<file path="src/rtl/seg_xlate_pkg.sv">
package seg_xlate_pkg;

  localparam int SEL_W = 16;
  localparam int ADR_W = 32;
  localparam int LIM_W = 20;
  localparam int PL_W  = 2;
  localparam int IX_W  = 13;
  localparam int RM_W  = 20;
  localparam int PL_LSB = LIM_W;

  typedef enum logic [1:0] {
    FLT_NONE  = 2'd0,
    FLT_LIMIT = 2'd1,
    FLT_PRIV  = 2'd2,
    FLT_UNSUP = 2'd3
  } seg_fault_e;

  typedef enum logic [1:0] {
    F_IDLE = 2'd0,
    F_LO   = 2'd1,
    F_HI   = 2'd2
  } fetch_state_e;

  function automatic logic [ADR_W-1:0] real_linear(input logic [SEL_W-1:0] sv,
                                                    input logic [15:0] off);
    logic [RM_W-1:0] sum;
    sum = {sv, 4'b0000} + {4'b0000, off};
    return {{(ADR_W-RM_W){1'b0}}, sum};
  endfunction

  function automatic logic [ADR_W-1:0] prot_linear(input logic [ADR_W-1:0] base,
                                                    input logic [ADR_W-1:0] off);
    return base + off;
  endfunction

  function automatic logic within_limit(input logic [ADR_W-1:0] off,
                                        input logic [LIM_W-1:0] lim);
    return off < {{(ADR_W-LIM_W){1'b0}}, lim};
  endfunction

  function automatic logic [ADR_W-1:0] desc_location(input logic [ADR_W-1:0] tbase,
                                                      input logic [IX_W-1:0] idx);
    return tbase + {{(ADR_W-IX_W-3){1'b0}}, idx, 3'b000};
  endfunction

endpackage

</file>
<file path="src/rtl/seg_sel_decode.sv">
module seg_sel_decode
  import seg_xlate_pkg::*;
(
  input  logic [ADR_W-1:0] tbl_base,
  input  logic [SEL_W-1:0] sel,
  output logic             local_tbl,
  output logic [ADR_W-1:0] desc_addr
);
  logic [IX_W-1:0] index;

  assign index     = sel[SEL_W-1:3];
  assign local_tbl = sel[2];
  assign desc_addr = desc_location(tbl_base, index);
endmodule

</file>
<file path="src/rtl/seg_desc_fetch.sv">
module seg_desc_fetch
  import seg_xlate_pkg::*;
(
  input  logic             clk,
  input  logic             rst_n,
  input  logic             start,
  input  logic [ADR_W-1:0] start_addr,
  input  logic             mem_rvalid,
  input  logic [ADR_W-1:0] mem_rdata,
  output logic             mem_rd,
  output logic [ADR_W-1:0] mem_addr,
  output logic             busy,
  output logic             hi_done,
  output logic [ADR_W-1:0] lo_word
);
  fetch_state_e     state;
  logic [ADR_W-1:0] addr_q;
  logic [ADR_W-1:0] lo_q;

  always_ff @(posedge clk or negedge rst_n) begin
    if (!rst_n) begin
      state  <= F_IDLE;
      addr_q <= '0;
      lo_q   <= '0;
    end else begin
      case (state)
        F_IDLE: if (start) begin
          addr_q <= start_addr;
          state  <= F_LO;
        end
        F_LO: if (mem_rvalid) begin
          lo_q   <= mem_rdata;
          addr_q <= addr_q + ADR_W'(4);
          state  <= F_HI;
        end
        F_HI: if (mem_rvalid) state <= F_IDLE;
        default: state <= F_IDLE;
      endcase
    end
  end

  assign mem_rd   = (state != F_IDLE);
  assign mem_addr = addr_q;
  assign busy     = mem_rd;
  assign hi_done  = (state == F_HI) && mem_rvalid;
  assign lo_word  = lo_q;

  a_r4_hold: assert property (@(posedge clk) disable iff (!rst_n)
    (mem_rd && !mem_rvalid) |=> (mem_rd && $stable(mem_addr)));

  a_r4_step: assert property (@(posedge clk) disable iff (!rst_n)
    (state == F_LO && mem_rvalid) |=> (mem_rd && mem_addr == $past(mem_addr) + ADR_W'(4)));

  a_r4_two_reads: assert property (@(posedge clk) disable iff (!rst_n)
    hi_done |=> !mem_rd);
endmodule

</file>
<file path="src/rtl/seg_cache.sv">
module seg_cache
  import seg_xlate_pkg::*;
#(
  parameter int NUM_SEG = 6,
  parameter int CS_IDX  = 0,
  parameter int IDX_W   = 3
) (
  input  logic             clk,
  input  logic             rst_n,
  input  logic             wr_en,
  input  logic             wr_full,
  input  logic [IDX_W-1:0] wr_idx,
  input  logic [SEL_W-1:0] wr_sel,
  input  logic [ADR_W-1:0] wr_base,
  input  logic [LIM_W-1:0] wr_limit,
  input  logic [IDX_W-1:0] rd_idx,
  output logic [SEL_W-1:0] rd_sel,
  output logic [ADR_W-1:0] rd_base,
  output logic [LIM_W-1:0] rd_limit,
  output logic [SEL_W-1:0] cs_sel
);
  logic [SEL_W-1:0] sel_r  [NUM_SEG];
  logic [ADR_W-1:0] base_r [NUM_SEG];
  logic [LIM_W-1:0] lim_r  [NUM_SEG];

  for (genvar g = 0; g < NUM_SEG; g++) begin : g_ent
    logic [SEL_W-1:0] s_q;
    logic [ADR_W-1:0] b_q;
    logic [LIM_W-1:0] l_q;
    always_ff @(posedge clk or negedge rst_n) begin
      if (!rst_n) begin
        s_q <= '0;
        b_q <= '0;
        l_q <= '0;
      end else if (wr_en && wr_idx == IDX_W'(g)) begin
        s_q <= wr_sel;
        if (wr_full) begin
          b_q <= wr_base;
          l_q <= wr_limit;
        end
      end
    end
    assign sel_r[g]  = s_q;
    assign base_r[g] = b_q;
    assign lim_r[g]  = l_q;
  end

  always_comb begin
    rd_sel   = '0;
    rd_base  = '0;
    rd_limit = '0;
    for (int i = 0; i < NUM_SEG; i++) begin
      if (rd_idx == IDX_W'(i)) begin
        rd_sel   = sel_r[i];
        rd_base  = base_r[i];
        rd_limit = lim_r[i];
      end
    end
  end

  assign cs_sel = sel_r[CS_IDX];
endmodule

</file>
<file path="src/rtl/seg_xlate_unit.sv">
module seg_xlate_unit
  import seg_xlate_pkg::*;
#(
  parameter int NUM_SEG = 6,
  parameter int CS_IDX  = 0,
  localparam int IDX_W  = (NUM_SEG > 1) ? $clog2(NUM_SEG) : 1
) (
  input  logic             clk,
  input  logic             rst_n,
  input  logic             prot_en,
  input  logic [31:0]      tbl_base,
  input  logic             load_req,
  input  logic [IDX_W-1:0] load_seg,
  input  logic [15:0]      load_sel,
  output logic             load_busy,
  output logic             load_done,
  output logic [1:0]       load_fault,
  input  logic             xl_req,
  input  logic [IDX_W-1:0] xl_seg,
  input  logic [31:0]      xl_off,
  output logic             xl_valid,
  output logic [31:0]      xl_addr,
  output logic [1:0]       xl_fault,
  output logic             mem_rd,
  output logic [31:0]      mem_addr,
  input  logic             mem_rvalid,
  input  logic [31:0]      mem_rdata
);
  logic             load_fire;
  logic             sel_local;
  logic [ADR_W-1:0] sel_daddr;
  logic             fetch_start;
  logic             fetch_busy;
  logic             hi_done;
  logic [ADR_W-1:0] lo_word;
  logic [IDX_W-1:0] pend_seg;
  logic [SEL_W-1:0] pend_sel;
  logic [PL_W-1:0]  cpl;
  logic [PL_W-1:0]  desc_dpl;
  logic [LIM_W-1:0] desc_limit;
  logic             priv_ok;
  logic             wr_en;
  logic [IDX_W-1:0] wr_idx;
  logic [SEL_W-1:0] wr_sel;
  logic [SEL_W-1:0] rd_sel;
  logic [ADR_W-1:0] rd_base;
  logic [LIM_W-1:0] rd_limit;
  logic [SEL_W-1:0] cs_sel;
  logic             done_q;
  logic [1:0]       lfault_q;
  logic             xv_q;
  logic [ADR_W-1:0] xa_q;
  logic [1:0]       xf_q;
  logic             unused_hi;

  assign load_busy   = fetch_busy;
  assign load_fire   = load_req && !fetch_busy;
  assign fetch_start = load_fire && prot_en && !sel_local;

  seg_sel_decode u_dec (
    .tbl_base (tbl_base),
    .sel      (load_sel),
    .local_tbl(sel_local),
    .desc_addr(sel_daddr)
  );

  seg_desc_fetch u_fetch (
    .clk       (clk),
    .rst_n     (rst_n),
    .start     (fetch_start),
    .start_addr(sel_daddr),
    .mem_rvalid(mem_rvalid),
    .mem_rdata (mem_rdata),
    .mem_rd    (mem_rd),
    .mem_addr  (mem_addr),
    .busy      (fetch_busy),
    .hi_done   (hi_done),
    .lo_word   (lo_word)
  );

  assign desc_limit = mem_rdata[LIM_W-1:0];
  assign desc_dpl   = mem_rdata[PL_LSB +: PL_W];
  assign unused_hi  = ^mem_rdata[ADR_W-1:PL_LSB+PL_W];
  assign cpl        = cs_sel[PL_W-1:0];
  assign priv_ok    = (desc_dpl == cpl);

  assign wr_en  = (load_fire && !prot_en) || (hi_done && priv_ok);
  assign wr_idx = hi_done ? pend_seg : load_seg;
  assign wr_sel = hi_done ? pend_sel : load_sel;

  seg_cache #(.NUM_SEG(NUM_SEG), .CS_IDX(CS_IDX), .IDX_W(IDX_W)) u_cache (
    .clk     (clk),
    .rst_n   (rst_n),
    .wr_en   (wr_en),
    .wr_full (hi_done),
    .wr_idx  (wr_idx),
    .wr_sel  (wr_sel),
    .wr_base (lo_word),
    .wr_limit(desc_limit),
    .rd_idx  (xl_seg),
    .rd_sel  (rd_sel),
    .rd_base (rd_base),
    .rd_limit(rd_limit),
    .cs_sel  (cs_sel)
  );

  always_ff @(posedge clk or negedge rst_n) begin
    if (!rst_n) begin
      pend_seg <= '0;
      pend_sel <= '0;
      done_q   <= 1'b0;
      lfault_q <= FLT_NONE;
    end else begin
      done_q <= 1'b0;
      if (load_fire) begin
        pend_seg <= load_seg;
        pend_sel <= load_sel;
        if (!prot_en || sel_local) begin
          done_q   <= 1'b1;
          lfault_q <= prot_en ? FLT_UNSUP : FLT_NONE;
        end
      end else if (hi_done) begin
        done_q   <= 1'b1;
        lfault_q <= priv_ok ? FLT_NONE : FLT_PRIV;
      end
    end
  end

  always_ff @(posedge clk or negedge rst_n) begin
    if (!rst_n) begin
      xv_q <= 1'b0;
      xa_q <= '0;
      xf_q <= FLT_NONE;
    end else begin
      xv_q <= xl_req;
      if (xl_req) begin
        if (!prot_en) begin
          xa_q <= real_linear(rd_sel, xl_off[15:0]);
          xf_q <= FLT_NONE;
        end else if (within_limit(xl_off, rd_limit)) begin
          xa_q <= prot_linear(rd_base, xl_off);
          xf_q <= FLT_NONE;
        end else begin
          xa_q <= '0;
          xf_q <= FLT_LIMIT;
        end
      end
    end
  end

  assign load_done  = done_q;
  assign load_fault = lfault_q;
  assign xl_valid   = xv_q;
  assign xl_addr    = xa_q;
  assign xl_fault   = xf_q;

  a_r2_real_load: assert property (@(posedge clk) disable iff (!rst_n)
    (load_fire && !prot_en) |=> (load_done && load_fault == FLT_NONE && !mem_rd));

  a_r6_local_sel: assert property (@(posedge clk) disable iff (!rst_n)
    (load_fire && prot_en && load_sel[2]) |=> (load_done && load_fault == FLT_UNSUP && !mem_rd));

  a_r3_desc_addr: assert property (@(posedge clk) disable iff (!rst_n)
    (load_fire && prot_en && !load_sel[2]) |=>
      (mem_rd && mem_addr == $past(tbl_base) + {16'b0, $past(load_sel[15:3]), 3'b000}));

  a_r1_latency: assert property (@(posedge clk) disable iff (!rst_n)
    xl_req |=> xl_valid);

  a_r1_real_range: assert property (@(posedge clk) disable iff (!rst_n)
    (xl_req && !prot_en) |=> (xl_fault == FLT_NONE && xl_addr[31:20] == 12'h000));

  a_r10_busy_ignore: assert property (@(posedge clk) disable iff (!rst_n)
    (load_req && load_busy && !hi_done) |=> !load_done);
endmodule

</file>
<file path="config.mk">
export PLATFORM = sky130hd
export DESIGN_NAME = seg_xlate_unit
export DESIGN_NICKNAME = d
export VERILOG_FILES = /design/src/rtl/seg_xlate_pkg.sv /design/src/rtl/seg_sel_decode.sv /design/src/rtl/seg_desc_fetch.sv /design/src/rtl/seg_cache.sv /design/src/rtl/seg_xlate_unit.sv
export SDC_FILE = /design/constraint.sdc
export NUM_CORES = 1
export LEC_CHECK = 0
export ABC_AREA = 1
export BUFFER_PORTS_ARGS = -buffer_cell sky130_fd_sc_hd__buf_4
export CORE_ASPECT_RATIO = 0.75
export CORE_MARGIN = 10
export CORE_UTILIZATION = 40
export CTS_BUF_LIST = sky130_fd_sc_hd__clkbuf_4 sky130_fd_sc_hd__clkbuf_8
export DETAILED_ROUTE_END_ITERATION = 6
export GPL_ROUTABILITY_DRIVEN = 0
export MAX_ROUTING_LAYER = met4
export PLACE_DENSITY_LB_ADDON = 0.12
export SLEW_MARGIN = 0
export SYNTH_ARGS = -nofsm -noshare
export SYNTH_HDL_FRONTEND = slang
export SYNTH_SLANG_ARGS = --single-unit
</file>
<file path="constraint.sdc">
create_clock -name clk -period 3.5 [get_ports clk]
set_input_delay 0.175 -clock clk [delete_from_list [all_inputs] [get_ports clk]]
set_output_delay 0.175 -clock clk [all_outputs]
set_load 0.03 [all_outputs]
</file>
* Word-level counts from Yosys, hierarchy flattened
Cells that the tools add are included.
** Word-level totals
- Word-level logic and storage cells :: 122
- Register bits after elaboration :: 531
** Operators by class
- Equal/unequal tests :: 17
- Add/subtract/negate cells :: 4
- $lt $le $gt $ge :: 1
- Multiplexer cells :: 39
- Reductions and logical operators :: 33
** Operators with widths (number)
- 2-to-1 mux 32 bit :: 10
- 2-to-1 mux 20 bit :: 6
- 2-to-1 mux 16 bit :: 7
- one-hot mux 32 bit (2 select lines) :: 1
- adder 32 x 16 -> 32 bit :: 1
- adder 32 x 3 -> 32 bit, second input constant :: 1
- adder 32 bit :: 1
- less-than comparator 32 x 20 -> 1 bit :: 1
- adder 20 x 16 -> 20 bit :: 1
- 2-to-1 mux 2 bit :: 8
- AND reduction 2 bit :: 8
- == test 3 x 2 -> 1 bit, second input constant :: 4
- == test 3 bit, second input constant :: 4
- logical AND 1 bit :: 12
- == test 3 x 1 -> 1 bit, second input constant :: 2
- zero test 3 bit :: 2
- inequality test 2 bit, second input constant :: 3
- one-hot mux 2 bit (3 select lines) :: 1
- AND reduction 3 bit :: 2
- nonzero test 2 bit :: 3
- 2-to-1 mux 1 bit :: 5
- zero test 1 bit :: 3
- 2-to-1 mux 3 bit :: 1
- == test 2 x 1 -> 1 bit, second input constant :: 1
- other kinds (5) :: 6

* Longest topological paths before layout
Gate-level depths: netlist of the first run.
- Word-level depth :: 10
- Depth in mapped cells :: 26
- Mapped depth without buffers :: 24

* Modules after synthesis
A second synthesis of the first run with hierarchy kept.
** Unflattened totals
- Cells, all modules :: 3823
- Area total of the unflattened synthesis :: 28858.9 sq um
** Modules (own cells, without submodules)
- seg_cache :: cells each 2152, area each 17798.3 sq um, instances 1
- seg_xlate_unit :: cells each 900, area each 5794.3 sq um, instances 1
- seg_desc_fetch :: cells each 459, area each 3736.1 sq um, instances 1
- seg_sel_decode :: cells each 312, area each 1530.2 sq um, instances 1

* Worst setup path before layout of the first run
OpenSTA, ideal clock, no wires.
- Path type :: input-to-reg
- From :: in xl_seg[2]
- To :: reg xa_q[24], in the netlist xl_addr[24]
- Required time :: 3417 ps
- Data arrival time :: 3261 ps
- Stages :: 22
- Setup slack :: 156 ps
- Library setup time :: 83 ps
- Cells stage by stage :: inv_2 -> buf_2 -> nand3_1 -> clkinv_1 -> clkbuf_1 -> clkbuf_1 -> a32oi_1 -> a31oi_1 -> ha_1 -> fa_1 -> nand3_1 -> nand2_1 -> nand3_1 -> nand2_1 -> a21boi_0 -> inv_1 -> nand2_1 -> nand2_1 -> nand2_1 -> o21ai_0 -> xor2_1 -> o21ai_0
** On the way
- Cells in the longest elaborated chain, start to end :: 10
- Elaborated cells on any way between the ends :: 22
- Those cells by class :: add/sub: 1; order compare: 1; eq/ne: 5; mux: 14; reduce/logical: 1
** Ends and longest elaborated chain
- start: declaration :: line seg_xlate_unit.sv:19 : input logic [IDX_W-1:0] xl_seg,
- zero test 3 bit :: line seg_cache.sv:53 : if (rd_idx == IDX_W'(i)) begin
- 2-to-1 mux 32 bit or 2-to-1 mux 20 bit (tied branches) (6 in series) :: line seg_cache.sv:53
- adder 32 bit or less-than comparator 32 x 20 -> 1 bit (tied branches) :: line seg_xlate_pkg.sv:33, seg_xlate_pkg.sv:38
- 2-to-1 mux 32 bit * :: line seg_xlate_unit.sv:140 : end else if (within_limit(xl_off, rd_limit)) begin
- 2-to-1 mux 32 bit * :: line seg_xlate_unit.sv:137 : if (!prot_en) begin
- end signal: assignment :: line seg_xlate_unit.sv:138 : xa_q <= real_linear(rd_sel, xl_off[15:0]);
- end signal: assignment :: line seg_xlate_unit.sv:141 : xa_q <= prot_linear(rd_base, xl_off);
- end: declaration :: line seg_xlate_unit.sv:52 : logic [ADR_W-1:0] xa_q;
Every way passes the cells marked *; elsewhere a longest branch is shown, timed or not.
A chain may end at the register's enable or synchronous reset.

* Final worst setup path of the first run
- From :: reg u_cache.g_ent[0].l_q[9]
- To :: reg xa_q[0], in the netlist xl_addr[0]
** On the way
- Cells in the longest elaborated chain, start to end :: 9
** Ends and longest elaborated chain
- start: declaration :: line seg_cache.sv:29 : logic [LIM_W-1:0] l_q;
- start signal: assignment :: line seg_cache.sv:39 : l_q <= wr_limit;
- 2-to-1 mux 20 bit (6 in series) :: line seg_cache.sv:53
- less-than comparator 32 x 20 -> 1 bit :: line seg_xlate_pkg.sv:38 : return off < {{(ADR_W-LIM_W){1'b0}}, lim};
- 2-to-1 mux 32 bit :: line seg_xlate_unit.sv:140
- 2-to-1 mux 32 bit :: line seg_xlate_unit.sv:137
Every way passes these cells.

==> results of run 1 <==
## Yosys cell counts, types with 4 or more instances
library cell                instances
sky130_fd_sc_hd__nand3_1          104
sky130_fd_sc_hd__dfrtp_1          530
sky130_fd_sc_hd__inv_1            246
sky130_fd_sc_hd__inv_2              5
sky130_fd_sc_hd__buf_6             18
sky130_fd_sc_hd__o211ai_1          10
sky130_fd_sc_hd__or2_2             13
sky130_fd_sc_hd__ha_1              84
sky130_fd_sc_hd__o21a_1             5
sky130_fd_sc_hd__nor3_1            20
sky130_fd_sc_hd__a21o_1             6
sky130_fd_sc_hd__xor2_1            27
sky130_fd_sc_hd__buf_1             15
sky130_fd_sc_hd__nand3b_1           5
sky130_fd_sc_hd__o21ai_1          184
sky130_fd_sc_hd__buf_2             24
sky130_fd_sc_hd__o21ai_0          354
sky130_fd_sc_hd__o22ai_1           15
sky130_fd_sc_hd__nand2_2            4
sky130_fd_sc_hd__nand2_1          872
sky130_fd_sc_hd__o2111ai_1          4
sky130_fd_sc_hd__nor4_1            13
sky130_fd_sc_hd__a32oi_1           31
sky130_fd_sc_hd__buf_4              7
sky130_fd_sc_hd__clkbuf_1         112
sky130_fd_sc_hd__a21boi_0          14
sky130_fd_sc_hd__a31oi_1           37
sky130_fd_sc_hd__xnor2_1           26
sky130_fd_sc_hd__nor2_1           156
sky130_fd_sc_hd__nor2_2             5
sky130_fd_sc_hd__a21oi_1          177
sky130_fd_sc_hd__a221oi_1          20
sky130_fd_sc_hd__o21bai_1           9
sky130_fd_sc_hd__nand3_2            4
sky130_fd_sc_hd__nand4_1           47
sky130_fd_sc_hd__a22oi_1           29
## power breakdown
part           switching, mW  internal, mW  total [mW]  leakage [nW]
logic                   2.88          1.63        4.51          7.83
registers              0.754          7.27        8.03          6.98
clock network           2.63          3.26        5.89         0.982
## path summary, 6_finish.rpt
kind / start / end / slack, ps / cells past startpoint
worst max-delay path: u_cache.g_ent[0].l_q[9]$_DFFE_PN0P_ / xl_addr[0]$_DFFE_PN0P_ / 250 / 16
worst min-delay path: load_req / pend_sel[15]$_DFFE_PN0P_ / 40 / 4
worst max register to register: u_cache.g_ent[0].l_q[9]$_DFFE_PN0P_ / xl_addr[0]$_DFFE_PN0P_ / 250 / 16
worst min register to register: pend_sel[2]$_DFFE_PN0P_ / pend_sel[2]$_DFFE_PN0P_ / 480 / 2
max in group asynchronous: rst_n / u_cache.g_ent[5].b_q[23]$_DFFE_PN0P_ / 2330 / 4
min in group asynchronous: rst_n / u_cache.g_ent[1].s_q[8]$_DFFE_PN0P_ / 120 / 2
## cell usage in the layout (no fill, tap or decap), types with 25 or more instances in the layout
| cell | netlist | final |
|---|---|---|
| sky130_fd_sc_hd__xor2_1 | 27 | 27 |
| sky130_fd_sc_hd__nor2_1 | 156 | 155 |
| sky130_fd_sc_hd__nand2_1 | 872 | 868 |
| sky130_fd_sc_hd__inv_1 | 246 | 244 |
| sky130_fd_sc_hd__dfrtp_1 | 530 | 530 |
| sky130_fd_sc_hd__ha_1 | 84 | 84 |
| sky130_fd_sc_hd__xnor2_1 | 26 | 26 |
| sky130_fd_sc_hd__a22oi_1 | 29 | 29 |
| sky130_fd_sc_hd__a31oi_1 | 37 | 37 |
| sky130_fd_sc_hd__dlygate4sd3_1 | 0 | 86 |
| sky130_fd_sc_hd__a21oi_1 | 177 | 177 |
| sky130_fd_sc_hd__nand3_1 | 104 | 104 |
| sky130_fd_sc_hd__buf_12 | 0 | 25 |
| sky130_fd_sc_hd__buf_4 | 7 | 318 |
| sky130_fd_sc_hd__nand4_1 | 47 | 47 |
| sky130_fd_sc_hd__o21ai_0 | 354 | 354 |
| sky130_fd_sc_hd__a32oi_1 | 31 | 31 |
| sky130_fd_sc_hd__clkbuf_8 | 0 | 111 |
| sky130_fd_sc_hd__o21ai_1 | 184 | 184 |
## cells by family (layout without fill, tap and decap cells)
group                    after synthesis  after routing  share of synthesized area (%)
XOR/XNOR                              53             53                           1.72
flip-flops                           530            530                           49.1
AO/OA/AOI/OAI                        919            919                           19.1
multiplexers                           4              4                          0.162
buffers and inverters                428            832                           6.66
adder cells (fa/ha/maj)               87             87                           4.12
other                                  1              1                         0.0139
AND/OR/NAND/NOR                     1251           1251                           19.1
## worst max-delay path, stage by stage, from the launching register on
cell and delay, ps:
sky130_fd_sc_hd__dfrtp_1 380, sky130_fd_sc_hd__nand3_1 80, sky130_fd_sc_hd__nand4_1 90, sky130_fd_sc_hd__a21oi_1 120, sky130_fd_sc_hd__a21boi_0 200, sky130_fd_sc_hd__buf_4 180
sky130_fd_sc_hd__ha_1 260, sky130_fd_sc_hd__a21oi_1 160, sky130_fd_sc_hd__nor2_1 60, sky130_fd_sc_hd__a211oi_1 180, sky130_fd_sc_hd__o221a_2 210, sky130_fd_sc_hd__nand2_1 90
sky130_fd_sc_hd__nand2_2 150, sky130_fd_sc_hd__buf_12 170, sky130_fd_sc_hd__nand3_1 110, sky130_fd_sc_hd__a21oi_1 160, sky130_fd_sc_hd__dlygate4sd3_1 580
## flip-flops by register name, summed over array words and instances, names as in the netlist
signal and cells:
u_cache.cs_sel 16, u_fetch.state 2, u_cache.g_ent.l_q 120, load_fault 2, u_cache.g_ent.b_q 192, pend_sel 16
u_fetch.lo_word 32, xl_fault 1, load_done 1, xl_valid 1, pend_seg 3, xl_addr 32
u_fetch.mem_addr 32, u_cache.g_ent.s_q 80
## area by class of cell
| cell class | count | area (sq um) | area share, % |
|---|---|---|---|
| sequential | 530 | 13300 | 40.2 |
| tap | 882 | 1100 | 3.35 |
| timing repair buffer | 430 | 3760 | 11.4 |
| inverter | 252 | 946 | 2.87 |
| multi-input combinational | 2315 | 12000 | 36.4 |
| clock buffer | 129 | 1660 | 5.05 |
| clock inverter | 21 | 205 | 0.623 |
## repair_timing
item,in CTS,in global routing
setup endpoints to repair,0,3
gates resized for setup,0,4
endpoints found under the hold margin,344,0
hold buffers,86,0
setup buffers,0,0
## layer usage
layer	GRT usage, %	wire, microns
met2	33.1	38100
met3	5.39	7440
met1	33.9	43500
met5	-	0
met4	5.48	1850
## metrics by stage
step           setup slack [ps]  std cells
2_1_floorplan               156       3273
3_3_place_gp                127       4323
3_5_place_dp               65.9       4323
4_1_cts                     248       4559
5_1_grt                    29.5       4559
6_report                    253       4559
==> metrics.md, run 1 <==
| Metric | Value |
|---|---|
| Final TNS setup | `0 ps` |
| Crit path kind | `register to register` |
| Number of antenna violations at the first check in global routing | `1` |
| Vias/cell | `5.44` |
| Overall overflow remaining after global route | `0` |
| Crit Path Max Fanout | `20` |
| Fraction of synthesized cell area taken by the top area cell type | `49.1%` |
| Mean instance size in the synthesized netlist | `8.25 sq um` |
| Buffer levels on the longest clock path | `3` |
| CORE AREA | `66,800 sq um` |
| Library cells used by synthesis | `59` |
| Yosys warning total | `0` |
| Final count of negative-setup-slack endpoints | `0` |
| Post-synth EDFFs | `0` |
| Fill cell instance count of the final layout | `6,394` |
| Number of violations reported at the end of detailed-routing iteration 0 | `2,502` |
| Placed standard-cell area | `30,200 sq um` |
| Syn-to-layout area delta | `22.1%` |
| Nature of the critical path startpoint | `register` |
| First drt pass iteration count | `5` |
| Count of clock tree sinks | `530` |
| Clock Pin Slew Worst Setup and Hold Paths | `60 ps` |
| Starting density of the core | `40.4%` |
| Diode count | `0` |
| Post-layout nets | `3,830` |
| Final clock skew | `33.6 ps` |
| Placement Rows | `82` |
| Final Util | `49.3%` |
| Flops & latches, synth | `530` |
| Clock insertion delay at the later pin of the skew report | `710 ps` |
| Static power due to leakage | `15.8 nW` |
| Final slew viol count | `0` |
| DRC | `0` |
| Max Fclk | `308 MHz` |
| Status | `finished, final reports clean` |
| Clock tree from TritonCTS | `yes` |
| Type of the most critical hold path | `input pin to register` |
| Tot GR Track Use | `23.5%` |
| Number of port buffers | `194` |
| Pwr Density | `559 nW/um^2` |
| DIE AREA | `78,400 sq um` |
| Cell accounting for the most synthesized area | `sky130_fd_sc_hd__dfrtp_1` |
| WL/cell | `19.9 microns` |
| Overall die width | `320 microns` |
| Synthesized netlist net count | `3,484` |
| Vias | `24.8k` |
| VDD IR-drop max | `0.473 mV` |
| Top-level port count | `196` |
| Detail Placement HPWL | `63.5 mm` |
| Num CTS Buffers | `90` |
| Crit end category | `register` |
| Hold Slack | `41.5 ps` |
| Area contributors post-synth | `sky130_fd_sc_hd__dfrtp_1 49%, sky130_fd_sc_hd__nand2_1 12%, sky130_fd_sc_hd__o21ai_0 6.6%, sky130_fd_sc_hd__ha_1 3.9%, sky130_fd_sc_hd__inv_1 3.4%` |
| Die height | `245 microns` |
| Arrival time worst endpoint | `3870 ps` |
| Transition time of the tightest slew-check pin | `1040 ps` |
| Number of global-route vias before repair | `24.3k` |
| Async set-reset flop share out of synthesis | `100%` |
| RSZ-0062 raised after global routing | `false` |
| Count of max-cap constraint violations | `0` |
| Max H-tree Level | `3` |
| Power after layout | `18.4 mW` |
| Root buffer cell | `sky130_fd_sc_hd__clkbuf_8` |
| Normalized max-slew margin | `30.8%` |
| Total detailed-routing wirelength | `90.9 mm` |
| Final period utilization | `92.8%` |
| Pin count of the biggest net entering global routing | `105` |
| Share of post-route cells with drive strength above 1 | `15.0%` |
| Wire length of the first global-routing pass | `143 mm` |
| Post-synthesis cell area | `27,000 sq um` |
| Hold Fails Final Rpt | `0` |
| Cell area after layout | `33,000 sq um` |
| Primary flip-flop cell chosen by synthesis mapping | `sky130_fd_sc_hd__dfrtp_1` |
| Antenna Nets Post-Route | `0` |
| Min cycle time layout | `3250 ps` |
| Data required time at the worst endpoint | `4120 ps` |
| Sequential cell area fraction in the yosys report | `49.1%` |
| Gate count after technology mapping | `3,273` |
Power figures use the tool's default switching activity.
==> run 2, diff against run 1 <==
--- a/config.mk
+++ b/config.mk
@@ -8,7 +8,6 @@
 export ABC_AREA = 1
 export BUFFER_PORTS_ARGS = -buffer_cell sky130_fd_sc_hd__buf_4
 export CORE_ASPECT_RATIO = 0.75
-export CORE_MARGIN = 10
 export CORE_UTILIZATION = 40
 export CTS_BUF_LIST = sky130_fd_sc_hd__clkbuf_4 sky130_fd_sc_hd__clkbuf_8
 export DETAILED_ROUTE_END_ITERATION = 6
==> constraint.sdc (replaced) <==
create_clock -name clk -period 3.9 [get_ports clk]
set_input_delay 0.195 -clock clk [delete_from_list [all_inputs] [get_ports clk]]
set_output_delay 0.195 -clock clk [all_outputs]
set_load 0.03 [all_outputs]
==> metrics.md, run 2 (same netlist as run 1, synthesis figures left out) <==
| Metric | Value |
|---|---|
| Crit Path Max Fanout | `5 (was 20)` |
| Number of flip-flops under the largest register name | `192 (unchanged)` |
| Reg2reg end | `xl_addr[23]$_DFFE_PN0P_ (was xl_addr[0]$_DFFE_PN0P_)` |
| Number of instances in the placed design | `4,264 (was 4,323)` |
| Vias | `24.5k (was 24.8k)` |
| Largest Register | `u_cache.g_ent.b_q (unchanged)` |
| CORE AREA | `66,800 sq um (unchanged)` |
| Transition time of the tightest slew-check pin | `1200 ps (was 1040 ps)` |
| Clock tree from TritonCTS | `yes (unchanged)` |
| Regs by FF count | `u_cache.g_ent.b_q (192), u_cache.g_ent.l_q (120), u_cache.g_ent.s_q (80) (unchanged)` |
| Final period utilization | `92.5%` |
| Fill cell instance count of the final layout | `6,432 (was 6,394)` |
| First drt pass iteration count | `7 (was 5)` |
| Most frequent standard cell in the layout excluding fill and tap cells | `sky130_fd_sc_hd__nand2_1 (unchanged)` |
| Pin count of the biggest net entering global routing | `106 (was 105)` |
| Worst Min Path Start | `tbl_base[12] (was load_req)` |
| Die height | `227 microns (was 245 microns)` |
| R2R Path Start | `u_cache.g_ent[0].b_q[2]$_DFFE_PN0P_ (was u_cache.g_ent[0].l_q[9]$_DFFE_PN0P_)` |
| Vias/cell | `5.45 (was 5.44)` |
| Normalized max-slew margin | `19.7% (was 30.8%)` |
| VDD IR-drop max | `0.366 mV (was 0.473 mV)` |
| Max Fclk | `277 MHz` |
| End of the worst hold path | `u_fetch.mem_addr[12]$_DFFE_PN0P_ (was pend_sel[15]$_DFFE_PN0P_)` |
| Syn-to-layout area delta | `20.2% (was 22.1%)` |
| Clock insertion delay at the later pin of the skew report | `730 ps (was 710 ps)` |
| Number of global-route vias before repair | `23.5k (was 24.3k)` |
| DIE AREA | `68,500 sq um (was 78,400 sq um)` |
| Top-level port count | `196 (unchanged)` |
| Count of instances resized after the clock tree is built | `0 (unchanged)` |
| Antenna Nets Post-Route | `0 (unchanged)` |
| WL/cell | `19.7 microns (was 19.9 microns)` |
| Detail Placement HPWL | `61.1 mm (was 63.5 mm)` |
| Final clock skew | `65.8 ps (was 33.6 ps)` |
| Power after layout | `16.6 mW (was 18.4 mW)` |
| Worst-case register-to-register setup slack | `610 ps (was 250 ps)` |
| Root buffer cell | `sky130_fd_sc_hd__clkbuf_8 (unchanged)` |
| Num CTS Buffers | `90 (unchanged)` |
| Buffer levels on the longest clock path | `3 (unchanged)` |
| Violated checks | `DRC` |
| Overall overflow remaining after global route | `0 (unchanged)` |
| Clock Pin Slew Worst Setup and Hold Paths | `70 ps (was 60 ps)` |
| Post-layout nets | `3,768 (was 3,830)` |
| Status | `complete, but fails checks (was finished, final reports clean)` |
| Count of clock tree sinks | `530 (unchanged)` |
| Count of max-cap constraint violations | `0 (unchanged)` |
| DRC | `14 (was 0)` |
| Wire length of the first global-routing pass | `139 mm (was 143 mm)` |
| Depth of the worst register-to-register path | `20 (was 16)` |
| Type of the most critical hold path | `input pin to register (unchanged)` |
| Number of violations reported at the end of detailed-routing iteration 0 | `2,384 (was 2,502)` |
| Tot GR Track Use | `27.0% (was 23.5%)` |
| Crit path kind | `input pin to register (was register to register)` |
| Placement Setup Slack | `292 ps (was 65.9 ps)` |
| Hold Slack | `64.6 ps (was 41.5 ps)` |
| Fin worst setup slack | `292 ps (was 253 ps)` |
| Overall die width | `302 microns (was 320 microns)` |
| Share of post-route cells with drive strength above 1 | `13.7% (was 15.0%)` |
| Number of antenna violations at the first check in global routing | `3 (was 1)` |
| Final count of negative-setup-slack endpoints | `0 (unchanged)` |
| Data required time at the worst endpoint | `4480 ps (was 4120 ps)` |
| Number of port buffers | `194 (unchanged)` |
| Depth of the worst hold-timing path | `5 (was 4)` |
| Crit end category | `register (unchanged)` |
| Hold Fails Final Rpt | `0 (unchanged)` |
| Placement Rows | `82 (unchanged)` |
| Final slew viol count | `0 (unchanged)` |
| Arrival time worst endpoint | `4190 ps (was 3870 ps)` |
| Pwr Density | `512 nW/um^2 (was 559 nW/um^2)` |
| Final TNS setup | `0 ps (unchanged)` |
| Total detailed-routing wirelength | `88.8 mm (was 90.9 mm)` |
| Final non-filler cell total | `4,505 (was 4,559)` |
| Nature of the critical path startpoint | `input pin (was register)` |
| Starting density of the core | `40.4% (unchanged)` |
| Min cycle time layout | `3610 ps` |
| Max H-tree Level | `3 (unchanged)` |
| Top library cells by usage in the layout, fill and taps aside | `869 x sky130_fd_sc_hd__nand2_1, 530 x sky130_fd_sc_hd__dfrtp_1, 354 x sky130_fd_sc_hd__o21ai_0 (was 868 x sky130_fd_sc_hd__nand2_1, 530 x sky130_fd_sc_hd__dfrtp_1, 354 x sky130_fd_sc_hd__o21ai_0)` |
| Static power due to leakage | `15.5 nW (was 15.8 nW)` |
| RSZ-0062 raised after global routing | `false (unchanged)` |
-- run 2: final cells by class --
type                            instances  area [sq um]  area share, %
Clock buffer                          143          1800           5.54
Antenna cell                            2          5.00         0.0154
Clock inverter                         13           168          0.516
Timing Repair Buffer                  368          3180           9.79
Inverter                              252           946           2.91
Tap cell                              882          1100           3.40
Sequential cell                       530         13300           40.9
Multi-Input combinational cell       2315         12000           37.0
-- run 2: critical path, cell delays in order --
cell and delay [ps]:
sky130_fd_sc_hd__dlygate4sd3_1 530, sky130_fd_sc_hd__buf_4 140, sky130_fd_sc_hd__ha_1 160, sky130_fd_sc_hd__inv_1 60, sky130_fd_sc_hd__fa_1 390, sky130_fd_sc_hd__nand3b_1 170
sky130_fd_sc_hd__nand2_1 110, sky130_fd_sc_hd__a21oi_1 120, sky130_fd_sc_hd__o21ai_0 300, sky130_fd_sc_hd__buf_4 220, sky130_fd_sc_hd__nand4_1 140, sky130_fd_sc_hd__nor3_1 250
sky130_fd_sc_hd__a21oi_1 100, sky130_fd_sc_hd__dlygate4sd3_1 570, sky130_fd_sc_hd__o21ai_0 60, sky130_fd_sc_hd__dlygate4sd3_1 590, sky130_fd_sc_hd__a22oi_1 80
-- run 2: per-layer routing --
metal	part of all wire (%)	track usage, %	vias up
met5	0	-	-
met4	1.8	6.34	0
met3	7.2	4.64	123
met2	42	37.6	916
met1	49	40.4	11900
li1	-	-	11600
-- run 2: report_power, final --
group / leakage (nW) / internal (mW) / switching [mW]
logic: 7.47 / 1.39 / 2.55
registers: 6.98 / 6.53 / 0.686
clock network: 1.04 / 3.07 / 2.39
-- run 2: through the flow --
step | instance area, sq um | util [%]
4_1_cts | 32500 | 48.6
5_1_grt | 32500 | 48.6
6_report | 32500 | 48.6
3_5_place_dp | 29700 | 44.4
2_1_floorplan | 27000 | -
3_3_place_gp | 29700 | 44.4
-- run 2: worst max path at each step --
stage,start,to,slack [ps],cells past startpoint
floorplan,xl_seg[2],xl_addr[24]$_DFFE_PN0P_,540,22
global placement,xl_seg[1],xl_addr[26]$_DFFE_PN0P_,410,21
detailed placement,xl_seg[1],xl_addr[23]$_DFFE_PN0P_,290,22
CTS,load_sel[3],u_fetch.mem_addr[31]$_DFFE_PN0P_,480,17
global route,load_sel[3],u_fetch.mem_addr[31]$_DFFE_PN0P_,130,17
finish,load_sel[3],u_fetch.mem_addr[31]$_DFFE_PN0P_,290,17
-- run 2: timing repair --
action                     4_1_cts  5_1_grt
hold buffers                    83        0
hold endpoints to repair       353        0
setup buffers                    0        0
setup endpoints to repair        0        0
